`config.mk`:
```
export PLATFORM = sky130hd
export DESIGN_NAME = uart_rx_ovr
export DESIGN_NICKNAME = d
export VERILOG_FILES = /design/src/rtl/uart_rx_pkg.sv /design/src/rtl/rx_sync.sv /design/src/rtl/rx_tick_gen.sv /design/src/rtl/rx_frame.sv /design/src/rtl/rx_status.sv /design/src/rtl/uart_rx_ovr.sv
export SDC_FILE = /design/constraint.sdc
export NUM_CORES = 1
export LEC_CHECK = 0
export BUFFER_PORTS_ARGS = -buffer_cell sky130_fd_sc_hd__buf_4
export CELL_PAD_IN_SITES_DETAIL_PLACEMENT = 1
export CELL_PAD_IN_SITES_GLOBAL_PLACEMENT = 1
export CORE_MARGIN = 2
export CORE_UTILIZATION = 25
export DETAILED_ROUTE_END_ITERATION = 7
export MAX_ROUTING_LAYER = met4
export PLACE_DENSITY = 0.58
export SLEW_MARGIN = 20
export SYNTH_ARGS = -nofsm -noshare
export SYNTH_HDL_FRONTEND = slang
export SYNTH_SLANG_ARGS = --single-unit
```
`constraint.sdc`:
```
create_clock -name clk -period 3.3 [get_ports clk]
set_clock_uncertainty 0.05 [all_clocks]
set_input_delay 0.33 -clock clk [delete_from_list [all_inputs] [get_ports clk]]
set_output_delay 0.33 -clock clk [all_outputs]
set_load 0.01 [all_outputs]
```
`src/rtl/uart_rx_pkg.sv`:
```
// Shared types for the serial byte receiver.
package uart_rx_pkg;

    // Frame sequencer states.
    typedef enum logic [2:0] {
        ST_IDLE,
        ST_START,
        ST_DATA,
        ST_STOP,
        ST_WAIT_HIGH
    } rx_state_t;

    // Samples per bit for the selected oversampling ratio.
    function automatic logic [4:0] samples_per_bit(input logic os8);
        return os8 ? 5'd8 : 5'd16;
    endfunction

endpackage

```
`src/rtl/rx_sync.sv`:
```
// Multi-flop synchronizer for an asynchronous level input.
// Assumes the input is a slow level (serial line); resets to RST_VAL.
module rx_sync #(
    parameter int   STAGES  = 2,
    parameter logic RST_VAL = 1'b1
) (
    input  logic clk,
    input  logic rst_n,
    input  logic d_i,
    output logic q_o
);
    logic [STAGES-1:0] chain;

    // Shift the asynchronous input through the flop chain.
    always_ff @(posedge clk) begin
        if (!rst_n) chain <= {STAGES{RST_VAL}};
        else        chain <= {chain[STAGES-2:0], d_i};
    end

    assign q_o = chain[STAGES-1];
endmodule

```
`src/rtl/rx_tick_gen.sv`:
```
// Integer sample-tick divider: tick is high one clock in every div_i+1.
// Assumes div_i changes only while the line is idle.
module rx_tick_gen #(
    parameter int DIV_W = 12
) (
    input  logic             clk,
    input  logic             rst_n,
    input  logic [DIV_W-1:0] div_i,
    output logic             tick_o
);
    logic [DIV_W-1:0] cnt;

    assign tick_o = (cnt == div_i);

    // Count clocks and wrap when the tick fires.
    always_ff @(posedge clk) begin
        if (!rst_n)      cnt <= '0;
        else if (tick_o) cnt <= '0;
        else             cnt <= cnt + 1'b1;
    end
endmodule

```
`src/rtl/rx_frame.sv`:
```
// Frame sequencer: finds the start bit, samples each bit at mid-bit and
// pulses done_o with the assembled byte when the stop bit reads high.
// Assumes rx_i is already synchronized; os8_i is stable during a frame.
module rx_frame
    import uart_rx_pkg::*;
#(
    parameter int DATA_W = 8
) (
    input  logic              clk,
    input  logic              rst_n,
    input  logic              tick_i,
    input  logic              rx_i,
    input  logic              os8_i,
    output logic              done_o,
    output logic [DATA_W-1:0] data_o
);
    localparam int BCW = $clog2(DATA_W + 1);

    rx_state_t         state;
    logic [4:0]        scnt;
    logic [BCW-1:0]    bcnt;
    logic [DATA_W-1:0] shreg;
    logic [4:0]        nsamp;
    logic [4:0]        half;
    logic [4:0]        scnt_nx;

    assign nsamp   = samples_per_bit(os8_i);
    assign half    = nsamp >> 1;
    assign scnt_nx = scnt + 5'd1;
    assign data_o  = shreg;

    // Step the frame state machine on each sample tick.
    always_ff @(posedge clk) begin
        if (!rst_n) begin
            state  <= ST_IDLE;
            scnt   <= '0;
            bcnt   <= '0;
            shreg  <= '0;
            done_o <= 1'b0;
        end else begin
            done_o <= 1'b0;
            if (tick_i) begin
                case (state)
                    ST_IDLE: begin
                        if (!rx_i) begin
                            scnt  <= 5'd1;
                            state <= ST_START;
                        end
                    end
                    ST_START: begin
                        if (scnt_nx == half) begin
                            scnt <= '0;
                            bcnt <= '0;
                            state <= rx_i ? ST_IDLE : ST_DATA;
                        end else begin
                            scnt <= scnt_nx;
                        end
                    end
                    ST_DATA: begin
                        if (scnt_nx == nsamp) begin
                            scnt  <= '0;
                            shreg <= {rx_i, shreg[DATA_W-1:1]};
                            bcnt  <= bcnt + 1'b1;
                            if (bcnt == BCW'(DATA_W - 1)) state <= ST_STOP;
                        end else begin
                            scnt <= scnt_nx;
                        end
                    end
                    ST_STOP: begin
                        if (scnt_nx == nsamp) begin
                            scnt <= '0;
                            if (rx_i) begin
                                done_o <= 1'b1;
                                state  <= ST_IDLE;
                            end else begin
                                state  <= ST_WAIT_HIGH;
                            end
                        end else begin
                            scnt <= scnt_nx;
                        end
                    end
                    ST_WAIT_HIGH: begin
                        if (rx_i) state <= ST_IDLE;
                    end
                    default: state <= ST_IDLE;
                endcase
            end
        end
    end
endmodule

```
`src/rtl/rx_status.sv`:
```
// Holding register and flags: loads a byte only into an empty register,
// records overrun otherwise, clears overrun after status-then-data read.
// Assumes done_i is a one-cycle pulse and reads are one-cycle strobes.
module rx_status #(
    parameter int DATA_W = 8
) (
    input  logic              clk,
    input  logic              rst_n,
    input  logic              done_i,
    input  logic [DATA_W-1:0] data_i,
    input  logic              rd_stat_i,
    input  logic              rd_data_i,
    output logic [DATA_W-1:0] rdata_o,
    output logic              rne_o,
    output logic              ovr_o
);
    logic armed;
    logic load;
    logic lose;

    assign load = done_i && !rne_o;
    assign lose = done_i && rne_o;

    // Update holding register, full flag, overrun flag and clear arming.
    always_ff @(posedge clk) begin
        if (!rst_n) begin
            rdata_o <= '0;
            rne_o   <= 1'b0;
            ovr_o   <= 1'b0;
            armed   <= 1'b0;
        end else begin
            if (load) rdata_o <= data_i;

            if (load)           rne_o <= 1'b1;
            else if (rd_data_i) rne_o <= 1'b0;

            if (lose)                    ovr_o <= 1'b1;
            else if (rd_data_i && armed) ovr_o <= 1'b0;

            if (rd_stat_i)      armed <= ovr_o;
            else if (rd_data_i) armed <= 1'b0;
        end
    end
endmodule

```
`src/rtl/uart_rx_ovr.sv`:
```
// Serial byte receiver top: synchronizer, tick divider, frame sequencer
// and flag logic, plus interrupt and DMA request outputs.
// Assumes configuration inputs change only while the line is idle.
module uart_rx_ovr #(
    parameter int DATA_W = 8,
    parameter int DIV_W  = 12,
    parameter int SYNC_N = 2
) (
    input  logic              clk,
    input  logic              rst_n,
    input  logic              rx_i,
    input  logic              os8_i,
    input  logic [DIV_W-1:0]  div_i,
    input  logic              rd_stat_i,
    input  logic              rd_data_i,
    input  logic              rx_ie_i,
    input  logic              err_ie_i,
    input  logic              dma_en_i,
    output logic [DATA_W-1:0] rdata_o,
    output logic              rne_o,
    output logic              ovr_o,
    output logic              irq_o,
    output logic              dma_req_o
);
    logic              rx_s;
    logic              tick;
    logic              frm_done;
    logic [DATA_W-1:0] frm_data;

    rx_sync #(.STAGES(SYNC_N), .RST_VAL(1'b1)) u_sync (
        .clk(clk), .rst_n(rst_n), .d_i(rx_i), .q_o(rx_s)
    );

    rx_tick_gen #(.DIV_W(DIV_W)) u_tick (
        .clk(clk), .rst_n(rst_n), .div_i(div_i), .tick_o(tick)
    );

    rx_frame #(.DATA_W(DATA_W)) u_frame (
        .clk(clk), .rst_n(rst_n), .tick_i(tick), .rx_i(rx_s),
        .os8_i(os8_i), .done_o(frm_done), .data_o(frm_data)
    );

    rx_status #(.DATA_W(DATA_W)) u_stat (
        .clk(clk), .rst_n(rst_n), .done_i(frm_done), .data_i(frm_data),
        .rd_stat_i(rd_stat_i), .rd_data_i(rd_data_i),
        .rdata_o(rdata_o), .rne_o(rne_o), .ovr_o(ovr_o)
    );

    // Request outputs derived from the flags and enables.
    assign irq_o     = (rne_o && rx_ie_i) || (ovr_o && (rx_ie_i || (err_ie_i && dma_en_i)));
    assign dma_req_o = rne_o && dma_en_i;
endmodule

```
==> results.py, run 1 <==
metrics = {
    "placement": {
        "portBuffers": 32,
        "hpwl_um": 4100,
        "gp_congestion": 0.822,
        "dp.cells": 408,
        "placedInstanceArea_um2": 2660,
    },
    "synthesis": {
        "synth_area_leader_cell": "dfxtp_1",
        "yosys_warnings": 0,
        "yosysMostFrequentCell": "dfxtp_1",
        "ys.flop_type": "dfxtp_1",
        "syn_area_per_cell_um2": 8.45,
        "synth_top_area_share_pct": 39.8,
        "synth_area_leaders": "dfxtp_1, xor2_1, nor2_1",
        "synth.net_count": 299,
        "ys_seq_elements": 46,
        "synth_common_cells": "dfxtp_1, nor2_1, nand2_1",
        "synth_cells": 274,
        "synth_cell_types": 48,
        "synth.yosys.seq_area_share_pct": 39.8,
        "async_flop_share_pct": 0,
        "synth_edf_count": 0,
        "syn-cell-area_um2": 2310,
    },
    "clock_network": {
        "cts_inserted_buffers": 5,
        "clockBufferDepth": 2,
        "post_cts_buffers": 0,
        "cts_tree": "built",
        "h-tree-depth": 2,
        "root_buffer": "clkbuf_8",
        "cts.reportedPaths.clkPinSlew_ns": 0.10,
        "cts_hold_buf": 0,
        "clock_sinks": 46,
        "clkLatencyLatePin_ns": 0.31,
        "cts_resized": 0,
    },
    "layout": {
        "instances_no_fill": 416,
        "register_area_um2": 921,
        "diodes": 0,
        "syn_to_final_growth_pct": 19.8,
        "finalInstanceArea_um2": 2770,
        "drive_gt1_share_pct": 17.0,
        "nNetsFinal": 329,
        "fill_cells": 1104,
        "multi_input_area_um2": 1290,
    },
    "sta": {
        "tightest_slew_ns": 0.605,
        "fmaxAchievable_ghz": 0.342,
        "rsz0062_at_grt": "no",
        "fin_setup_tns_ns": 0,
        "whs_ns": 0.149,
        "final_max_slew_viol_count": 0,
        "finalCritPeriodShare_pct": 88.6,
        "setup_viol": 0,
        "slew_headroom_pct": 59.6,
        "finalCriticalPeriod_ns": 2.92,
        "hold_viol_final": 0,
    },
    "route": {
        "avgViaCountPerCell": 4.77,
        "drtPass1Iterations": 4,
        "totalWireLength_um": 5530,
        "ant_nets": 0,
        "vias": 1983,
        "drc": 0,
        "drt_iter0_drc": 75,
        "wire_per_inst_um": 13.3,
    },
    "setup_path": {
        "cp_max_fo": 9,
        "criticalPathCategory": "flop to flop",
        "startpoint": "u_frame.scnt[0]$_SDFFE_PN0P_",
        "cp-start-kind": "flop",
        "critPathRequiredTime_ns": 3.50,
        "crit_path_end_kind": "flop",
        "reg2reg_from": "u_frame.scnt[0]$_SDFFE_PN0P_",
        "cp_data_arrival_time_ns": 3.12,
    },
    "global_route": {
        "grt_max_degree": 19,
        "grt_pass1_vias": 2004,
        "grt_pass1_wl_um": 9360,
        "track_usage_pct": 11.9,
        "antenna_found_initial": 0,
        "overflow": 0,
    },
    "power_and_ir_drop": {
        "total_power_mw": 1.07,
        "vdd_drop_max_mv": 0.186,
        "power_density_nw_per_um2": 385,
        "p_leak_nw": 1.10,
    },
    "floorplanning": {
        "initial_core_util_pct": 25.4,
        "core_region_area_um2": 9110,
        "io_pins": 33,
        "die_y_um": 100,
        "rows": 35,
        "dieArea_um2": 10000,
        "die_x_um": 100,
    },
    "flow_run": {
        "maxCapViolCount": 0,
    },
    "min_path": {
        "min_from": "rx_i",
        "hp-class": "input pin to flop",
    },
    "run_status": {
        "status": "finished, final reports clean",
    },
}
## worst max-delay path: stages, from the launching register on
cell      delay, ns
dfxtp_1        0.42
ha_1           0.34
nor2b_1        0.10
or3b_4         0.39
or4_4          0.57
a211oi_4       0.59
buf_4          0.23
o211ai_1       0.08
o21ai_1        0.09
## per-layer routing
| metal | vias up | share of wire (%) | global-route usage [%] |
|---|---|---|---|
| li1 | 1009 | - | - |
| met1 | 927 | 49 | 14.9 |
| met2 | 37 | 45 | 19.0 |
| met3 | 10 | 4.1 | 2.44 |
| met4 | 0 | 1.3 | 4.43 |
| met5 | - | 0 | - |
## stage by stage
step / setup WS [ns] / utilization [%]
3_3_place_gp: 0.418 / 29.2
5_1_grt: 0.159 / 30.5
4_1_cts: 0.359 / 30.5
6_report: 0.375 / 30.5
2_1_floorplan: 0.687 / -
3_5_place_dp: 0.391 / 29.2
## report_power, final
group | leakage [nW] | internal (mW) | switching [mW] | total (mW)
Combinational | 0.678 | 0.0321 | 0.0330 | 0.0651
Clock | 0.0504 | 0.225 | 0.208 | 0.433
Sequential | 0.372 | 0.560 | 0.00968 | 0.570
## registers in the layout, summed over array words and instances, names as in the netlist
signal	flops
u_tick.cnt	12
u_frame.data_o	8
u_stat.armed	1
u_stat.rdata_o	8
u_frame.scnt	5
u_frame.bcnt	4
u_sync.chain	2
u_frame.done_o	1
u_stat.ovr_o	1
u_stat.rne_o	1
u_frame.state	3
## kinds of logic after synthesis
logic type               after synthesis  synth area share (%)
multiplexers                          11                  4.81
flip-flops                            46                  39.8
XOR/XNOR                              26                  9.84
AO/OA/AOI/OAI                         51                  14.8
AND/OR/NAND/NOR                      113                  24.2
adder cells (fa/ha/maj)                4                  2.16
buffers and inverters                 23                  4.38
## cells in the final DEF (no fill, tap or decap), types with 2 or more instances in the layout
master / synthesis / layout
and2_1: 3 / 3
nor2_1: 32 / 32
nand2_1: 28 / 28
nor4_1: 5 / 5
ha_1: 4 / 4
xor2_1: 20 / 20
a21o_1: 2 / 2
xnor2_1: 6 / 6
a21oi_1: 21 / 21
o21ai_1: 4 / 4
o221ai_1: 2 / 2
dfxtp_1: 46 / 46
clkbuf_8: 0 / 5
o21a_1: 2 / 2
buf_4: 0 / 36
a22oi_1: 2 / 2
mux2i_1: 10 / 10
nand4_1: 4 / 4
and3_1: 9 / 9
o21ai_0: 4 / 4
clkinvlp_4: 0 / 2
inv_1: 9 / 9
or3_1: 3 / 3
nand2b_1: 5 / 5
a211o_1: 2 / 2
nor2b_1: 3 / 3
nand3_1: 10 / 10
nor3_1: 5 / 5
## area by class of cell
| class | instances | area share (%) |
|---|---|---|
| multi-input combinational | 205 | 46.6 |
| sequential | 46 | 33.2 |
| timing repair buffer | 36 | 9.74 |
| tap | 111 | 5.01 |
| clock buffer | 5 | 2.48 |
| clock inverter | 3 | 1.62 |
| inverter | 10 | 1.35 |
## worst paths after layout
kind / endpoint / depth (start not counted) / slack (ns)
worst max register to register: u_frame.bcnt[2]$_SDFFE_PN0P_ / 8 / 0.38
worst max-delay path: u_frame.bcnt[2]$_SDFFE_PN0P_ / 8 / 0.38
worst min-delay path: u_sync.chain[0]$_SDFF_PN1_ / 2 / 0.15
worst min register to register: u_sync.chain[1]$_SDFF_PN1_ / 1 / 0.36
Power figures use the tool's default switching activity.
==> inputs of run 2 (changes only) <==
PLACE_DENSITY = 0.57   (was 0.58)
SYNTH_HIERARCHICAL = 1   (was default)
==> results.py, run 2 <==
metrics = {
    "run_status": {
        "status": "finished, final reports clean",
    },
    "flow_run": {
        "maxCapViolCount": 0,
    },
    "setup_path": {
        "slowest_stage": "nor3_1",
        "crit_chain": "xnor2_1, nand4_1, nor3_1, nand2b_1, nor3b_1, a31oi_2, nor3b_1, nor3_1",
        "crit_path_end_kind": "flop",
        "cp-start-kind": "flop",
        "cp_data_arrival_time_ns": 2.55,
        "critPathTopFamily": "simple AND/OR/NAND/NOR gates",
        "cp_max_fo": 6,
        "slowest_delay_ns": 0.48,
        "critPathRequiredTime_ns": 3.43,
        "crit_buf_inv": 0,
        "criticalPathCategory": "flop to flop",
    },
    "layout": {
        "final_cell_mix": "dfxtp_1, nand2_1, buf_4",
        "largest-register": "u_tick/cnt",
        "largest_register_ffs": 12,
        "utilization_pct": 30.0,
        "drive_gt1_share_pct": 19.5,
        "diodes": 0,
        "fill_cells": 1094,
        "nNetsFinal": 310,
        "syn_to_final_growth_pct": 16.7,
        "final_common_cell": "dfxtp_1",
    },
    "clock_network": {
        "cts_tree": "built",
        "clkLatencyLatePin_ns": 0.31,
        "cts_hold_buf": 0,
        "cts_inserted_buffers": 5,
        "clock_sinks": 46,
        "cts_resized": 0,
        "cts.reportedPaths.clkPinSlew_ns": 0.09,
        "clockBufferDepth": 2,
        "root_buffer": "clkbuf_8",
        "h-tree-depth": 2,
        "post_cts_buffers": 0,
    },
    "synthesis": {
        "synth_area_leader_cell": "dfxtp_1",
        "yosys.area_share.simple_pct": 24.2,
        "syn-cell-area_um2": 2360,
        "synth_xor_xnor_area_share_pct": 8.89,
        "synth_cells": 259,
        "synth.net_count": 283,
        "yosysMostFrequentCell": "dfxtp_1",
        "synth.yosys.seq_area_share_pct": 38.9,
        "synth_top_family_by_area": "simple AND/OR/NAND/NOR gates",
        "yosys_warnings": 6,
        "synth_top_area_share_pct": 38.9,
        "synth_cell_types": 58,
        "synth-compound-area-share_pct": 12.5,
        "synth_edf_count": 0,
        "ys_seq_elements": 46,
        "async_flop_share_pct": 0,
        "ys.flop_type": "dfxtp_1",
        "synthAdderAreaFrac_pct": 1.59,
        "syn_area_per_cell_um2": 9.13,
        "synth_area_leaders": "dfxtp_1, mux2i_1, nand2_1",
        "synth_common_cells": "dfxtp_1, nand2_1, nor2_1",
        "synthMuxAreaShare_pct": 8.47,
    },
    "sta": {
        "hold_viol_final": 0,
        "finalCriticalPeriod_ns": 2.42,
        "whs_ns": 0.155,
        "fin_setup_tns_ns": 0,
        "fmaxAchievable_ghz": 0.413,
        "slew_headroom_pct": 40.4,
        "finalCritPeriodShare_pct": 73.4,
        "rsz0062_at_grt": "no",
        "tightest_slew_ns": 0.889,
        "setup_viol": 0,
        "final_max_slew_viol_count": 0,
    },
    "floorplanning": {
        "dieArea_um2": 10300,
        "io_pins": 33,
        "die_y_um": 101,
        "rows": 35,
        "die_x_um": 101,
        "core_region_area_um2": 9200,
        "initial_core_util_pct": 25.7,
    },
    "global_route": {
        "grt_pass1_vias": 1920,
        "track_usage_pct": 11.9,
        "overflow": 0,
        "grt_pass1_wl_um": 9350,
        "antenna_found_initial": 0,
        "grt_max_degree": 33,
    },
    "power_and_ir_drop": {
        "p_int_mw": 0.818,
        "p_sw_share_pct": 23.3,
        "power_switching_mw": 0.248,
        "power_density_nw_per_um2": 386,
        "vdd_drop_max_mv": 0.140,
        "p_comb_share_pct": 5.3,
        "p_clk_share_pct": 41.9,
        "seqPwrFrac_pct": 52.9,
        "p_leak_nw": 0.998,
    },
    "route": {
        "avgViaCountPerCell": 4.71,
        "ant_nets": 0,
        "totalWireLength_um": 5460,
        "drt_iter0_drc": 49,
        "vias": 1873,
        "drc": 0,
        "wire_per_inst_um": 13.7,
        "drtPass1Iterations": 4,
    },
    "placement": {
        "gp_congestion": 0.790,
        "portBuffers": 32,
        "hpwl_um": 4020,
    },
    "min_path": {
        "hp-class": "input pin to flop",
    },
}
run 2: cell count changes in the layout (fill, tap and decap cells not counted), sizes merged, moves of 6 or more:
cell / change
a21oi: -15
xor2: -10
nand2: +6
mux2i: +10
xnor2: +8
run 2: kinds of logic after synthesis:
group           after synthesis
fa+ha+maj                     3
simple gates                112
mux                          20
compound gates               36
buf+inv                      18
flops                        46
xor+xnor                     24
run 2: power by group through the flow:
stage | Combinational, mW | Sequential (mW) | Clock (mW)
floorplan | 0.0330 | 0.575 | 0
global placement | 0.0570 | 0.577 | 0
detailed placement | 0.0575 | 0.577 | 0
CTS | 0.0575 | 0.564 | 0.466
global route | 0.0625 | 0.565 | 0.495
finish | 0.0561 | 0.564 | 0.446
run 2: through the flow:
stage / area (um2) / worst slack (ns) / std cells / total power [mW]
after global placement: 2640 / 0.951 / 390 / 0.634
after global routing: 2760 / 0.614 / 398 / 1.12
after CTS: 2760 / 0.894 / 398 / 1.09
after detailed placement: 2640 / 0.918 / 390 / 0.635
after floorplan: 2360 / 1.28 / 259 / 0.608
final: 2760 / 0.879 / 398 / 1.07
run 2: metal layers:
layer | vias up | track usage [%] | part of all wire [%] | wire length (um)
met1 | 890 | 14.8 | 50 | 2750
met2 | 26 | 19.2 | 45 | 2460
met3 | 7 | 2.42 | 3.0 | 165
li1 | 950 | - | - | -
met4 | 0 | 4.37 | 1.4 | 79
met5 | - | - | 0 | 0
run 2: worst paths after layout:
kind / from / end / slack [ns] / depth (start not counted)
setup / recovery: u_tick/cnt[2]$_SDFF_PP0_ / u_frame/bcnt[3]$_SDFFE_PN0P_ / 0.88 / 8
hold / removal: rx_i / u_sync/chain[0]$_SDFF_PN1_ / 0.15 / 2
setup reg to reg: u_tick/cnt[2]$_SDFF_PP0_ / u_frame/bcnt[3]$_SDFFE_PN0P_ / 0.88 / 8
hold reg to reg: u_sync/chain[0]$_SDFF_PN1_ / u_sync/chain[1]$_SDFF_PN1_ / 0.39 / 1
run 2: layout make-up:
class | instances | area (um2) | area share [%]
clock inverter | 3 | 48.8 | 1.77
timing repair buffer | 33 | 248 | 8.98
tap | 111 | 139 | 5.03
sequential | 46 | 921 | 33.4
clock buffer | 5 | 68.8 | 2.49
multi-input combinational | 195 | 1320 | 47.7
inverter | 5 | 18.8 | 0.680
==> inputs of run 3 (changes only) <==
ABC_AREA = 1   (was default)
PLACE_DENSITY = 0.62   (was 0.57)
clock period = 2.2 ns   (was 3.3 ns; I/O delays follow)
==> results.py, run 3 <==
metrics = {
    "clock_network": {
        "cts.reportedPaths.clkPinSlew_ns": 0.09,
        "h-tree-depth": 2,
        "cts_inserted_buffers": 5,
        "cts_tree": "built",
        "cts_hold_buf": 0,
        "clock_sinks": 46,
        "root_buffer": "clkbuf_8",
        "clockBufferDepth": 2,
        "post_cts_buffers": 0,
        "clkLatencyLatePin_ns": 0.31,
        "cts_resized": 0,
    },
    "synthesis": {
        "yosysMostFrequentCell": "nand2_1",
        "synth_area_leaders": "dfxtp_1, nand2_1, inv_1",
        "syn_area_per_cell_um2": 6.76,
        "synth_area_leader_cell": "dfxtp_1",
        "synth.yosys.seq_area_share_pct": 36.9,
        "ys.flop_type": "dfxtp_1",
        "synth_cell_types": 28,
        "synth_cells": 369,
        "synth_edf_count": 0,
        "ys_seq_elements": 46,
        "syn-cell-area_um2": 2490,
        "synth.net_count": 393,
        "synth_common_cells": "nand2_1, inv_1, nor2_1",
        "yosys_warnings": 6,
        "synth_top_area_share_pct": 36.9,
        "async_flop_share_pct": 0,
    },
    "sta": {
        "tightest_slew_ns": 0.370,
        "slew_headroom_pct": 75.3,
        "final_max_slew_viol_count": 0,
        "setup_viol": 0,
        "finalCritPeriodShare_pct": 88.2,
        "fmaxAchievable_ghz": 0.515,
        "rsz0062_at_grt": "no",
        "fin_setup_tns_ns": 0,
        "hold_viol_final": 0,
        "finalCriticalPeriod_ns": 1.94,
    },
    "min_path": {
        "holdPathEnd": "u_sync/chain[0]$_SDFF_PN1_",
        "hp-class": "input pin to flop",
        "min_path_cells": 3,
        "min_from": "rx_i",
    },
    "setup_path": {
        "crit_chain": "ha_1, nand4_1, nand2_2, nand2_1, nand2_2, nand2_4, nor3_4, inv_2, nor2_1, nor2_1",
        "rrSetupSlack_ns": 0.26,
        "critPathTopFamily": "simple AND/OR/NAND/NOR gates",
        "r2r_cells": 10,
        "cp_data_arrival_time_ns": 2.10,
        "criticalPathCategory": "flop to flop",
        "r2r_end": "u_frame/data_o[5]$_SDFFE_PN0P_",
        "crit_buf_inv": 1,
        "critPathRequiredTime_ns": 2.36,
        "slowest_stage": "dfxtp_1",
        "cp-start-kind": "flop",
        "cp_max_fo": 10,
        "crit_path_end_kind": "flop",
        "slowest_delay_ns": 0.42,
        "reg2reg_from": "u_frame/scnt[1]$_SDFFE_PN0P_",
    },
    "route": {
        "wire_per_inst_um": 10.4,
        "drc": 0,
        "drtPass1Iterations": 4,
        "ant_nets": 0,
        "avgViaCountPerCell": 4.22,
        "totalWireLength_um": 5610,
        "vias": 2275,
        "drt_iter0_drc": 71,
    },
    "layout": {
        "instances_no_fill": 539,
        "syn_to_final_growth_pct": 20.0,
        "largest-register": "u_tick/cnt",
        "drive_gt1_share_pct": 20.2,
        "diodes": 0,
        "largest_register_ffs": 12,
        "final_common_cell": "nand2_1",
        "nNetsFinal": 429,
        "fill_cells": 1290,
        "final_cell_mix": "nand2_1, inv_1, nor2_1",
    },
    "power_and_ir_drop": {
        "total_power_mw": 1.59,
        "power_density_nw_per_um2": 530,
        "vdd_drop_max_mv": 0.264,
        "p_leak_nw": 1.32,
    },
    "floorplanning": {
        "dieArea_um2": 10800,
        "die_x_um": 104,
        "core_region_area_um2": 9730,
        "die_y_um": 104,
        "io_pins": 33,
        "rows": 36,
        "initial_core_util_pct": 25.6,
    },
    "global_route": {
        "overflow": 0,
        "grt_max_degree": 28,
        "grt_pass1_wl_um": 10200,
        "grt_pass1_vias": 2308,
        "track_usage_pct": 11.5,
        "antenna_found_initial": 0,
    },
    "placement": {
        "portBuffers": 32,
        "dp.cells": 531,
        "hpwl_um": 4410,
        "gp_congestion": 0.745,
    },
    "flow_run": {
        "maxCapViolCount": 0,
    },
    "run_status": {
        "status": "finished, final reports clean",
    },
}
==> run 3: changes by cell type after synthesis, sizes merged, moves of 13 or more <==
cell,previous run,this run
inv,5,59
mux2i,20,0
nand2,34,96
nand3,8,34
nor2,31,66
o21ai,5,18
==> run 3: final cells by class <==
class	count	area (um2)	area share [%]
timing repair buffer	34	255	8.52
multi-input combinational	259	1320	44.0
tap	133	166	5.56
inverter	59	221	7.40
sequential	46	922	30.8
clock buffer	5	68.8	2.30
clock inverter	3	43.8	1.46
==> run 3: metrics by stage <==
| stage | setup slack (ns) | cell area (um2) | hold slack, ns | util, % |
|---|---|---|---|---|
| after global placement | 0.283 | 2880 | 0.340 | 29.6 |
| after global routing | 0.0423 | 2990 | 0.0611 | 30.8 |
| after detailed placement | 0.267 | 2880 | 0.344 | 29.6 |
| after floorplan | 0.523 | 2490 | 0.239 | - |
| final | 0.259 | 2990 | 0.0370 | 30.8 |
| after CTS | 0.253 | 2990 | 0.0316 | 30.7 |
==> run 3: power by group <==
part | switching [mW] | leakage (nW) | internal [mW] | total [mW]
sequential | 0.00719 | 0.372 | 0.839 | 0.846
clock | 0.309 | 0.0585 | 0.341 | 0.650
combinational | 0.0469 | 0.892 | 0.0431 | 0.0900
total | 0.363 | 1.32 | 1.22 | 1.59
==> run 3: worst max-delay path by stage <==
stage	startpoint	end	slack, ns	cells past startpoint
global placement	u_tick/cnt[7]$_SDFF_PP0_	u_frame/data_o[2]$_SDFFE_PN0P_	0.28	11
CTS	u_tick/cnt[7]$_SDFF_PP0_	u_frame/data_o[5]$_SDFFE_PN0P_	0.25	11
finish	u_frame/scnt[1]$_SDFFE_PN0P_	u_frame/data_o[5]$_SDFFE_PN0P_	0.26	10
detailed placement	u_frame/scnt[1]$_SDFFE_PN0P_	u_frame/bcnt[2]$_SDFFE_PN0P_	0.27	10
floorplan	u_frame/scnt[0]$_SDFFE_PN0P_	u_frame/data_o[0]$_SDFFE_PN0P_	0.52	10
global route	u_tick/cnt[7]$_SDFF_PP0_	u_frame/data_o[6]$_SDFFE_PN0P_	0.04	11
==> run 3: cell families (layout without fill, tap and decap cells) <==
group           Yosys count  count (layout)  synth area share [%]
simple gates            207             207                  38.2
compound gates           36              36                  8.38
flops                    46              46                  36.9
buf+inv                  64             101                  10.4
xor+xnor                 13              13                  4.56
fa+ha+maj                 3               3                  1.50
==> run 3: per-layer routing <==
metal,wire length [um],vias up,GRT usage [%]
met5,0,-,-
met4,82,0,3.76
met3,130,5,2.13
met2,2640,20,19.5
met1,2760,1038,13.8
li1,-,1212,-
==> run 3: worst reg2reg max path: stages (launching register included) <==
cell	delay, ns
dfxtp_1	0.42
ha_1	0.28
nand4_1	0.13
nand2_2	0.11
nand2_1	0.07
nand2_2	0.08
nand2_4	0.08
nor3_4	0.29
inv_2	0.13
nor2_1	0.13
nor2_1	0.06
